**config.mk**
```make
export PLATFORM = sky130hd
export DESIGN_NAME = tile_addr_gen
export DESIGN_NICKNAME = d
export VERILOG_FILES = /design/src/rtl/tile_agen_pkg.sv /design/src/rtl/tile_cfg_check.sv /design/src/rtl/tile_wrap_ctr.sv /design/src/rtl/tile_addr_gen.sv
export SDC_FILE = /design/constraint.sdc
export NUM_CORES = 2
export LEC_CHECK = 0
export BUFFER_PORTS_ARGS = -buffer_cell sky130_fd_sc_hd__buf_4
export CAP_MARGIN = 10
export CELL_PAD_IN_SITES_DETAIL_PLACEMENT = 0
export CELL_PAD_IN_SITES_GLOBAL_PLACEMENT = 2
export CORE_ASPECT_RATIO = 0.6
export CORE_MARGIN = 4
export CORE_UTILIZATION = 44
export CTS_BUF_LIST = sky130_fd_sc_hd__clkbuf_4
export DETAILED_ROUTE_END_ITERATION = 7
export PLACE_DENSITY = 0.95
export SLEW_MARGIN = 10
export SYNTH_ARGS = -nofsm -noshare
export SYNTH_HDL_FRONTEND = slang
export SYNTH_SLANG_ARGS = --single-unit
```
**constraint.sdc**
```tcl
create_clock -name clk_i -period 52.2 [get_ports clk_i]
set_input_delay 10.44 -clock clk_i [delete_from_list [all_inputs] [get_ports clk_i]]
set_output_delay 10.44 -clock clk_i [all_outputs]
set_load 0.01 [all_outputs]
```
**src/rtl/tile_agen_pkg.sv**
```systemverilog
package tile_agen_pkg;
  function automatic logic width_legal(input logic [5:0] bits);
    return (bits == 6'd4) || (bits == 6'd8) || (bits == 6'd16) || (bits == 6'd32);
  endfunction

  // log2 of elements per 32-bit word
  function automatic logic [1:0] pack_shift(input logic [5:0] bits);
    case (bits)
      6'd4:    return 2'd3;
      6'd8:    return 2'd2;
      6'd16:   return 2'd1;
      default: return 2'd0;
    endcase
  endfunction
endpackage

```
**src/rtl/tile_cfg_check.sv**
```systemverilog
module tile_cfg_check
  import tile_agen_pkg::*;
#(
  parameter int DW = 16,
  parameter int NL = 2
) (
  input  logic [5:0]       elem_bits_i,
  input  logic [DW-1:0]    buf_dim0_i,
  input  logic [DW-1:0]    tile_dim0_i,
  input  logic [DW-1:0]    tile_dim1_i,
  input  logic [DW-1:0]    off0_i,
  input  logic [NL-1:0]    trav_dim_i,
  input  logic [NL*DW-1:0] trav_stride_i,
  input  logic [NL*DW-1:0] trav_wrap_i,
  output logic [1:0]       shift_o,
  output logic             err_o
);
  logic [DW-1:0] mask;
  logic [NL-1:0] loop_bad;

  assign shift_o = pack_shift(elem_bits_i);
  assign mask    = DW'((32'd1 << shift_o) - 32'd1);

  for (genvar k = 0; k < NL; k++) begin : g_loop
    logic [DW-1:0] stride, wrap;
    assign stride      = trav_stride_i[k*DW +: DW];
    assign wrap        = trav_wrap_i[k*DW +: DW];
    assign loop_bad[k] = (wrap == '0) || (!trav_dim_i[k] && ((stride & mask) != '0));
  end

  assign err_o = !width_legal(elem_bits_i) || (tile_dim0_i == '0) || (tile_dim1_i == '0) ||
                 (((tile_dim0_i | off0_i | buf_dim0_i) & mask) != '0) || (|loop_bad);
endmodule

```
**src/rtl/tile_wrap_ctr.sv**
```systemverilog
module tile_wrap_ctr #(
  parameter int W = 16
) (
  input  logic         clk_i,
  input  logic         rst_ni,
  input  logic         clr_i,
  input  logic         step_i,
  input  logic [W-1:0] limit_i,
  output logic [W-1:0] cnt_o,
  output logic         last_o
);
  assign last_o = (cnt_o == limit_i - W'(1));

  always_ff @(posedge clk_i or negedge rst_ni) begin
    if (!rst_ni)     cnt_o <= '0;
    else if (clr_i)  cnt_o <= '0;
    else if (step_i) cnt_o <= last_o ? '0 : cnt_o + W'(1);
  end
endmodule

```
**src/rtl/tile_addr_gen.sv**
```systemverilog
module tile_addr_gen #(
  parameter int DW = 16,
  parameter int NL = 2,
  parameter int PW = 8,
  parameter int AW = 32
) (
  input  logic             clk_i,
  input  logic             rst_ni,
  input  logic             start_i,
  input  logic [5:0]       elem_bits_i,
  input  logic [DW-1:0]    buf_dim0_i,
  input  logic [DW-1:0]    tile_dim0_i,
  input  logic [DW-1:0]    tile_dim1_i,
  input  logic [DW-1:0]    off0_i,
  input  logic [DW-1:0]    off1_i,
  input  logic [NL-1:0]    trav_dim_i,
  input  logic [NL*DW-1:0] trav_stride_i,
  input  logic [NL*DW-1:0] trav_wrap_i,
  input  logic [PW-1:0]    pkt_id_i,
  input  logic [PW-1:0]    blk_id_i,
  output logic [AW-1:0]    addr_o,
  output logic             addr_valid_o,
  input  logic             addr_ready_i,
  output logic             done_o,
  output logic             skip_o,
  output logic             cfg_err_o
);
  localparam int NC = NL + 2;  // tile word, tile row, then traversal loops

  logic             running_q, done_q, skip_q, err_q;
  logic [1:0]       shift_chk, shift_q;
  logic             cfg_bad, pkt_block, idle_start, accept, hs, fin;
  logic [DW-1:0]    buf0_q, off0_q, off1_q, tw_q, td1_q;
  logic [NL-1:0]    dim_q;
  logic [NL*DW-1:0] stride_q, wrap_q;
  logic [NC-1:0][DW-1:0] lim, cnt;
  logic [NC-1:0]    last, step;
  logic [AW-1:0]    org0, org1, idx;

  tile_cfg_check #(.DW(DW), .NL(NL)) u_check (
    .elem_bits_i  (elem_bits_i),
    .buf_dim0_i   (buf_dim0_i),
    .tile_dim0_i  (tile_dim0_i),
    .tile_dim1_i  (tile_dim1_i),
    .off0_i       (off0_i),
    .trav_dim_i   (trav_dim_i),
    .trav_stride_i(trav_stride_i),
    .trav_wrap_i  (trav_wrap_i),
    .shift_o      (shift_chk),
    .err_o        (cfg_bad)
  );

  assign pkt_block  = (pkt_id_i != '1) && (blk_id_i != pkt_id_i);
  assign idle_start = start_i && !running_q;
  assign accept     = idle_start && !cfg_bad && !pkt_block;
  assign hs         = running_q && addr_ready_i;
  assign fin        = hs && (&last);

  always_ff @(posedge clk_i or negedge rst_ni) begin
    if (!rst_ni) begin
      running_q <= 1'b0;
      done_q    <= 1'b0;
      skip_q    <= 1'b0;
      err_q     <= 1'b0;
      shift_q   <= '0;
      buf0_q    <= '0;
      off0_q    <= '0;
      off1_q    <= '0;
      tw_q      <= '0;
      td1_q     <= '0;
      dim_q     <= '0;
      stride_q  <= '0;
      wrap_q    <= '0;
    end else begin
      done_q <= fin;
      skip_q <= idle_start && !cfg_bad && pkt_block;
      err_q  <= idle_start && cfg_bad;
      if (accept) begin
        running_q <= 1'b1;
        shift_q   <= shift_chk;
        buf0_q    <= buf_dim0_i;
        off0_q    <= off0_i;
        off1_q    <= off1_i;
        tw_q      <= tile_dim0_i >> shift_chk;
        td1_q     <= tile_dim1_i;
        dim_q     <= trav_dim_i;
        stride_q  <= trav_stride_i;
        wrap_q    <= trav_wrap_i;
      end else if (fin) begin
        running_q <= 1'b0;
      end
    end
  end

  // Counter chain: each stage advances when all inner stages wrap
  assign lim[0]  = tw_q;
  assign lim[1]  = td1_q;
  assign step[0] = hs;

  for (genvar c = 0; c < NC; c++) begin : g_ctr
    if (c >= 2) begin : g_lim
      assign lim[c] = wrap_q[(c-2)*DW +: DW];
    end
    if (c >= 1) begin : g_step
      assign step[c] = step[c-1] && last[c-1];
    end
    tile_wrap_ctr #(.W(DW)) u_ctr (
      .clk_i  (clk_i),
      .rst_ni (rst_ni),
      .clr_i  (accept),
      .step_i (step[c]),
      .limit_i(lim[c]),
      .cnt_o  (cnt[c]),
      .last_o (last[c])
    );
  end

  always_comb begin
    org0 = AW'(off0_q);
    org1 = AW'(off1_q);
    for (int k = 0; k < NL; k++) begin
      if (dim_q[k]) org1 = org1 + AW'(cnt[2+k]) * AW'(stride_q[k*DW +: DW]);
      else          org0 = org0 + AW'(cnt[2+k]) * AW'(stride_q[k*DW +: DW]);
    end
    idx = org0 + (AW'(cnt[0]) << shift_q) + (org1 + AW'(cnt[1])) * AW'(buf0_q);
  end

  assign addr_o       = idx >> shift_q;
  assign addr_valid_o = running_q;
  assign done_o       = done_q;
  assign skip_o       = skip_q;
  assign cfg_err_o    = err_q;
endmodule

```
Word level (Yosys, flattened, before mapping)
Index checks and enable logic that the tools add are counted.
{"block": "classes", "add_sub_neg": 16, "mul": 3, "eq_ne": 10, "shift": 4, "n_mux": 19, "bitwise_logic": 5, "reduce_logical": 42}
{"op": "2-to-1 mux 16 bit", "n": 12}
{"op": "adder 32 bit", "n": 4}
{"op": "2-to-1 mux 32 bit", "n": 4}
{"op": "subtractor 16 x 1 -> 16 bit (second input constant)", "n": 5}
{"op": "adder 16 x 1 -> 16 bit (second input constant)", "n": 4}
{"op": "adder 16 x 32 -> 32 bit", "n": 2}
{"op": "equality test 16 bit", "n": 4}
{"op": "zero test 16 bit", "n": 4}
{"op": "multiplier 16 x 16 -> 32 bit", "n": 2}
{"op": "bitwise AND 16 bit", "n": 3}
{"op": "nonzero test 16 bit", "n": 3}
{"op": "adder 32 x 16 -> 32 bit", "n": 1}
{"op": "multiplier 32 x 16 -> 32 bit", "n": 1}
{"op": "bitwise OR 16 bit", "n": 2}
{"op": "<< shifter 16 x 2 -> 32 bit", "n": 1}
{"op": "right shift 32 x 2 -> 32 bit", "n": 1}
{"op": "<< shifter 1 x 2 -> 16 bit (first input constant)", "n": 1}
{"op": "right shift 16 x 2 -> 16 bit", "n": 1}
{"op": "logical AND 1 bit", "n": 13}
{"op": "nonzero test 2 bit", "n": 5}
{"op": "logical OR 1 bit", "n": 9}
{"op": "inequality test 8 bit", "n": 1}
{"op": "inequality test 8 bit (second input constant)", "n": 1}
{"op": "equality test 6 x 3 -> 1 bit (second input constant)", "n": 1}
{"op": "8 further kinds", "n": 14}
{"block": "word_totals", "regBits": 216, "inputBits": 172, "out_inout_bits": 36, "elab_cells": 116}

Longest topological paths before layout
{"block": "depth", "word_depth": 14, "mapped_depth": 69, "mapped_depth_nobuf": 67}

Modules after synthesis
A second synthesis with hierarchy kept.
{"block": "unflattened", "hier_cells": 5793, "hier_area_um2": 51508.2}
{"module": "tile_addr_gen", "n_inst": 1, "cells_each": 4991, "area_each_um2": 44729.1, "seq_area_each_um2": 3803.6}
{"module": "tile_wrap_ctr", "n_inst": 4, "cells_each": 181, "area_each_um2": 1566.5, "seq_area_each_um2": 400.4}
{"module": "tile_cfg_check", "n_inst": 1, "cells_each": 78, "area_each_um2": 513.0, "seq_area_each_um2": 0.0}

Worst setup path before layout
OpenSTA, ideal clock, no wires.
{"block": "synth_path", "path_kind": "register to output", "from": "register g_ctr[2].u_ctr.cnt_o[9]", "to": "output port addr_o[30]", "t_arrival_ps": 15896, "slack_ps": 25864, "stages_incl_launch_ff": 62, "path_buffers": 3, "cell_sequence": "dfrtp_1 clkbuf_1 clkbuf_1 nand2_1 fa_1 fa_1 fa_1 inv_1 ha_1 fa_1 inv_1 fa_1 inv_1 ha_1 a21o_1 or3_1 o211ai_2 nand2_1 [... 26 more ...] fa_1 fa_1 inv_1 fa_1 fa_1 xor2_1 xnor2_1 xnor2_1 xnor2_1 xnor2_1 xnor2_1 xnor2_1 xor3_1 xnor3_1 xnor3_1 xnor2_1 xor2_1 a211oi_1"}
{"block": "synth_via", "elab_chain_cells": 9, "word_cells_on_any_way": 14}
{"item": "start: declaration", "line": "tile_wrap_ctr.sv:9", "rtl": "output logic [W-1:0] cnt_o,"}
{"item": "start signal: assignment", "line": "tile_wrap_ctr.sv:17", "rtl": "else if (step_i) cnt_o <= last_o ? '0 : cnt_o + W'(1);"}
{"item": "multiplier 16 x 16 -> 32 bit (*)", "line": "tile_addr_gen.sv:122, tile_addr_gen.sv:123"}
{"item": "adder 16 x 32 -> 32 bit", "line": "tile_addr_gen.sv:122", "rtl": "if (dim_q[k]) org1 = org1 + AW'(cnt[2+k]) * AW'(stride_q[k*DW +: DW]);"}
{"item": "2-to-1 mux 32 bit", "line": "tile_addr_gen.sv:122"}
{"item": "adder 32 bit", "line": "tile_addr_gen.sv:122"}
{"item": "2-to-1 mux 32 bit", "line": "tile_addr_gen.sv:122"}
{"item": "adder 32 x 16 -> 32 bit", "line": "tile_addr_gen.sv:125", "rtl": "idx = org0 + (AW'(cnt[0]) << shift_q) + (org1 + AW'(cnt[1])) * AW'(buf0_q);"}
{"item": "multiplier 32 x 16 -> 32 bit", "line": "tile_addr_gen.sv:125"}
{"item": "adder 32 bit (*)", "line": "tile_addr_gen.sv:125"}
{"item": "right shift 32 x 2 -> 32 bit (*)", "line": "tile_addr_gen.sv:128", "rtl": "assign addr_o = idx >> shift_q;"}
{"item": "end: declaration", "line": "tile_addr_gen.sv:21", "rtl": "output logic [AW-1:0] addr_o,"}
Mark *: on every way between the ends. The rest lies on a longest branch, timed or not.

Worst setup path after layout
{"block": "layout_path", "from": "register g_ctr[2].u_ctr.cnt_o[8]", "to": "output port addr_o[30]"}
Same word-level chain as after synthesis.

==> flow_metrics.tcl <==
set metrics [dict create \
    synth.area.mux_share_pct 2.83 \
    syn_area_sq_um 50500 \
    cap_violations 0 \
    dp_hpwl_mm 125 \
    drt_iter0_markers 3355 \
    start_kind "register" \
    cts_tree "yes" \
    synthSimpleGateAreaFrac_pct 21.7 \
    synth_seq_area_share_pct 10.7 \
    synth_top_cell_by_area "fa_1" \
    cts_setup_buffers 0 \
    cts_root_buf "clkbuf_4" \
    wl_per_cell_um 20.0 \
    io_buffer_count 207 \
    p_sw_uw 130 \
    critPathMaxStageDelay_ns 0.94 \
    io_pins 208 \
    p_clk_share_pct 42.4 \
    drive_gt1_share_pct 7.80 \
    clk_pin_slew_ns 0.06 \
    critPathMaxFanout 23 \
    clkLatencyLatePin_ns 0.82 \
    clock-sinks 216 \
    period_needed_ns 29.03 \
    finalWirelength_mm 154 \
    core_area_sq_um 113000 \
    finalCritPeriodShare_pct 55.6 \
    route.detailed.drc 0 \
    synth_top_family_by_area "adder cells" \
    grt_first_pass_wirelength_mm 242 \
    synthAdderAreaFrac_pct 39.6 \
    swShare_pct 31.3 \
    grt_overflow 0 \
    post_cts_resized 0 \
    ys_seq_elements 216 \
    required_ns 41.76 \
    syn2layout_area_growth_pct 7.21 \
    rsz0062_at_grt "false" \
    clk_path_buf_depth 3 \
    place_ws_ns 24.17 \
    vias_per_cell 5.43 \
    fin_ws_ns 23.17 \
    synth_xor_area_share_pct 5.73 \
    syn_inst 6086 \
    total_power_uw 416 \
    end_kind "output pin" \
    fp.dieH_um 271 \
    synth_top_area_share_pct 29.5 \
    finClkSkew_ns 0.0486 \
    rows 95 \
    grt_usage_pct 25.6 \
    synth_cell_types 104 \
    critPathKind "reg2out" \
    antenna_found_initial 19 \
    finalNetCount 7464 \
    tns_ns 0 \
    initial_utilization_pct 44.8 \
    cts_max_level 3 \
    syn-mean-instance-area_sq_um 8.30 \
    grt_max_degree 104 \
    ctsHoldBuffers 0 \
    maxSlewViolCount 0 \
    synth_nets 7410 \
    ant_nets 0 \
    firstDrtPassIters 6 \
    grt_pass1_vias 41768 \
    p_comb_share_pct 15.0 \
    vias 41755 \
    setup_viol 0 \
    ys.flop_type "dfrtp_1" \
    yosys_warnings 0 \
    critical_path_arrival_ns 18.59 \
    netlist_top_cells_area "fa_1 30%, dfrtp_1 11%, ha_1 10%, inv_1 7.4%, and2_1 7.1%" \
    total_leakage_power_uw 0.0265 \
    ys_top_cells_by_count "1,002 x inv_1, 920 x nand2_1, 745 x fa_1" \
    min_path_type "reg2reg" \
    globalplace.congestion 0.898 \
    die_area_sq_um 121000 \
    cts_buffers 70 \
    synth_compound_area_share_pct 9.77 \
    worst_pin_slew_ns 1.34 \
    slew_headroom_pct 8.11 \
    max_freq_ghz 0.0344 \
    synth-edff-count 0 \
    p_per_area_nw_per_um2 7.68 \
    finalHoldViolCount 0 \
    die_w_um 446 \
    synthArstFlopShare_pct 100 \
    status "complete, no violations" \
    path_common_cell "fa_1" \
    ir_drop_mv 0.00968 \
    seq_power_share_pct 42.6 \
    p_int_uw 286 \
    synthMostInstantiatedCell "inv_1" \
    slowest_stage "nor4_1" \
]
## routing by layer
metal / vias to the layer above / global-route usage [%] / routed length (um)
met1: 20608 / 39.4 / 73100
met5: - / 0.476 / 51
met4: 10 / 5.56 / 3210
li1: 19397 / - / -
met3: 181 / 6.59 / 15300
met2: 1559 / 35.7 / 62400
## area by class of cell
cell class	count	area, sq um
clock buffer	95	713
timing repair buffer	253	1910
tap	1503	1880
inverter	1005	3770
sequential	216	5410
clock inverter	26	126
fill	11034	58700
multi-input combinational	4594	40400
antenna	4	10.0
## critical path: cells and delay by family, from the launching register on
kind | cells | cell delay [ns]
DFF | 1 | 0.85
and+or+nand+nor | 10 | 3.48
AOI/OAI and AO/OA | 13 | 2.75
buffers and inverters | 4 | 0.31
xor gates and xnor gates | 14 | 3.55
adders and majority gates | 15 | 6.85
## path summary, 6_finish.rpt
check / end / from / slack, ns / depth (start not counted)
max: addr_o[30] / g_ctr[2].u_ctr.cnt_o[8] / 23.17 / 56
min: wrap_q[31] / wrap_q[31] / 0.50 / 2
max reg2reg: g_ctr[3].u_ctr.cnt_o[12] / wrap_q[2] / 47.09 / 13
min reg2reg: wrap_q[31] / wrap_q[31] / 0.50 / 2
max in group asynchronous: shift_q[0] / rst_ni / 40.33 / 3
min in group asynchronous: g_ctr[3].u_ctr.cnt_o[6] / rst_ni / 9.66 / 1
## through the flow
stage | utilization [%] | hold slack [ns] | area [sq um] | instances
after floorplan | - | 0.465 | 50500 | 6086
after global placement | 47.2 | 0.491 | 53300 | 7569
after detailed placement | 47.2 | 0.492 | 53300 | 7569
after CTS | 47.9 | 0.507 | 54100 | 7690
after global routing | 48.0 | 0.552 | 54200 | 7694
final | 48.0 | 0.502 | 54200 | 7696
## state kept, by name, indices dropped and copies added (netlist names)
signal and cells:
g_ctr.u_ctr.cnt_o 64, stride_q 32, wrap_q 32, buf0_q 16, off0_q 16, off1_q 16, td1_q 16, tw_q 16
dim_q 2, shift_q 2, addr_valid_o 1, cfg_err_o 1, done_o 1, skip_o 1
## kinds of logic (layout without fill, tap and decap cells)
kind of cell               after synthesis  in the layout
muxes                                  123            123
DFF                                    216            216
xor gates and xnor gates               321            321
adders and majority gates             1152           1152
and+or+nand+nor                       2238           2238
AOI/OAI and AO/OA                      760            760
buffers and inverters                 1276           1379
other                                    0              4
## power groups by stage
stage | logic (uW) | registers (uW) | clock network [uW]
after global routing | 70.0 | 178 | 191
after floorplan | 35.7 | 175 | 0
after CTS | 63.3 | 177 | 183
after detailed placement | 63.0 | 180 | 0
final | 62.5 | 177 | 177
after global placement | 61.4 | 180 | 0
## cells in the final DEF (no fill, tap or decap), types with 13 or more instances in the layout
cell type / count
nor4_1: 48
clkinv_1: 14
a21o_1: 66
o31a_1: 14
dfrtp_1: 212
ha_1: 407
or3_1: 21
a21oi_1: 184
nand2b_1: 45
buf_4: 252
mux2_2: 41
a211oi_1: 36
o21bai_1: 20
nor2_1: 280
a31oi_1: 20
inv_1: 1002
nor3_1: 68
nor2b_1: 37
nand4_1: 36
fa_1: 745
or2_2: 13
nand2_1: 920
and2_1: 573
nand3b_1: 20
o21a_1: 35
o21ai_0: 212
xor2_1: 107
xnor2_1: 197
mux2i_1: 70
and3_1: 52
o31ai_1: 28
clkbuf_4: 95
nand3_1: 69
a21boi_0: 18
Power figures use the tool's default switching activity.
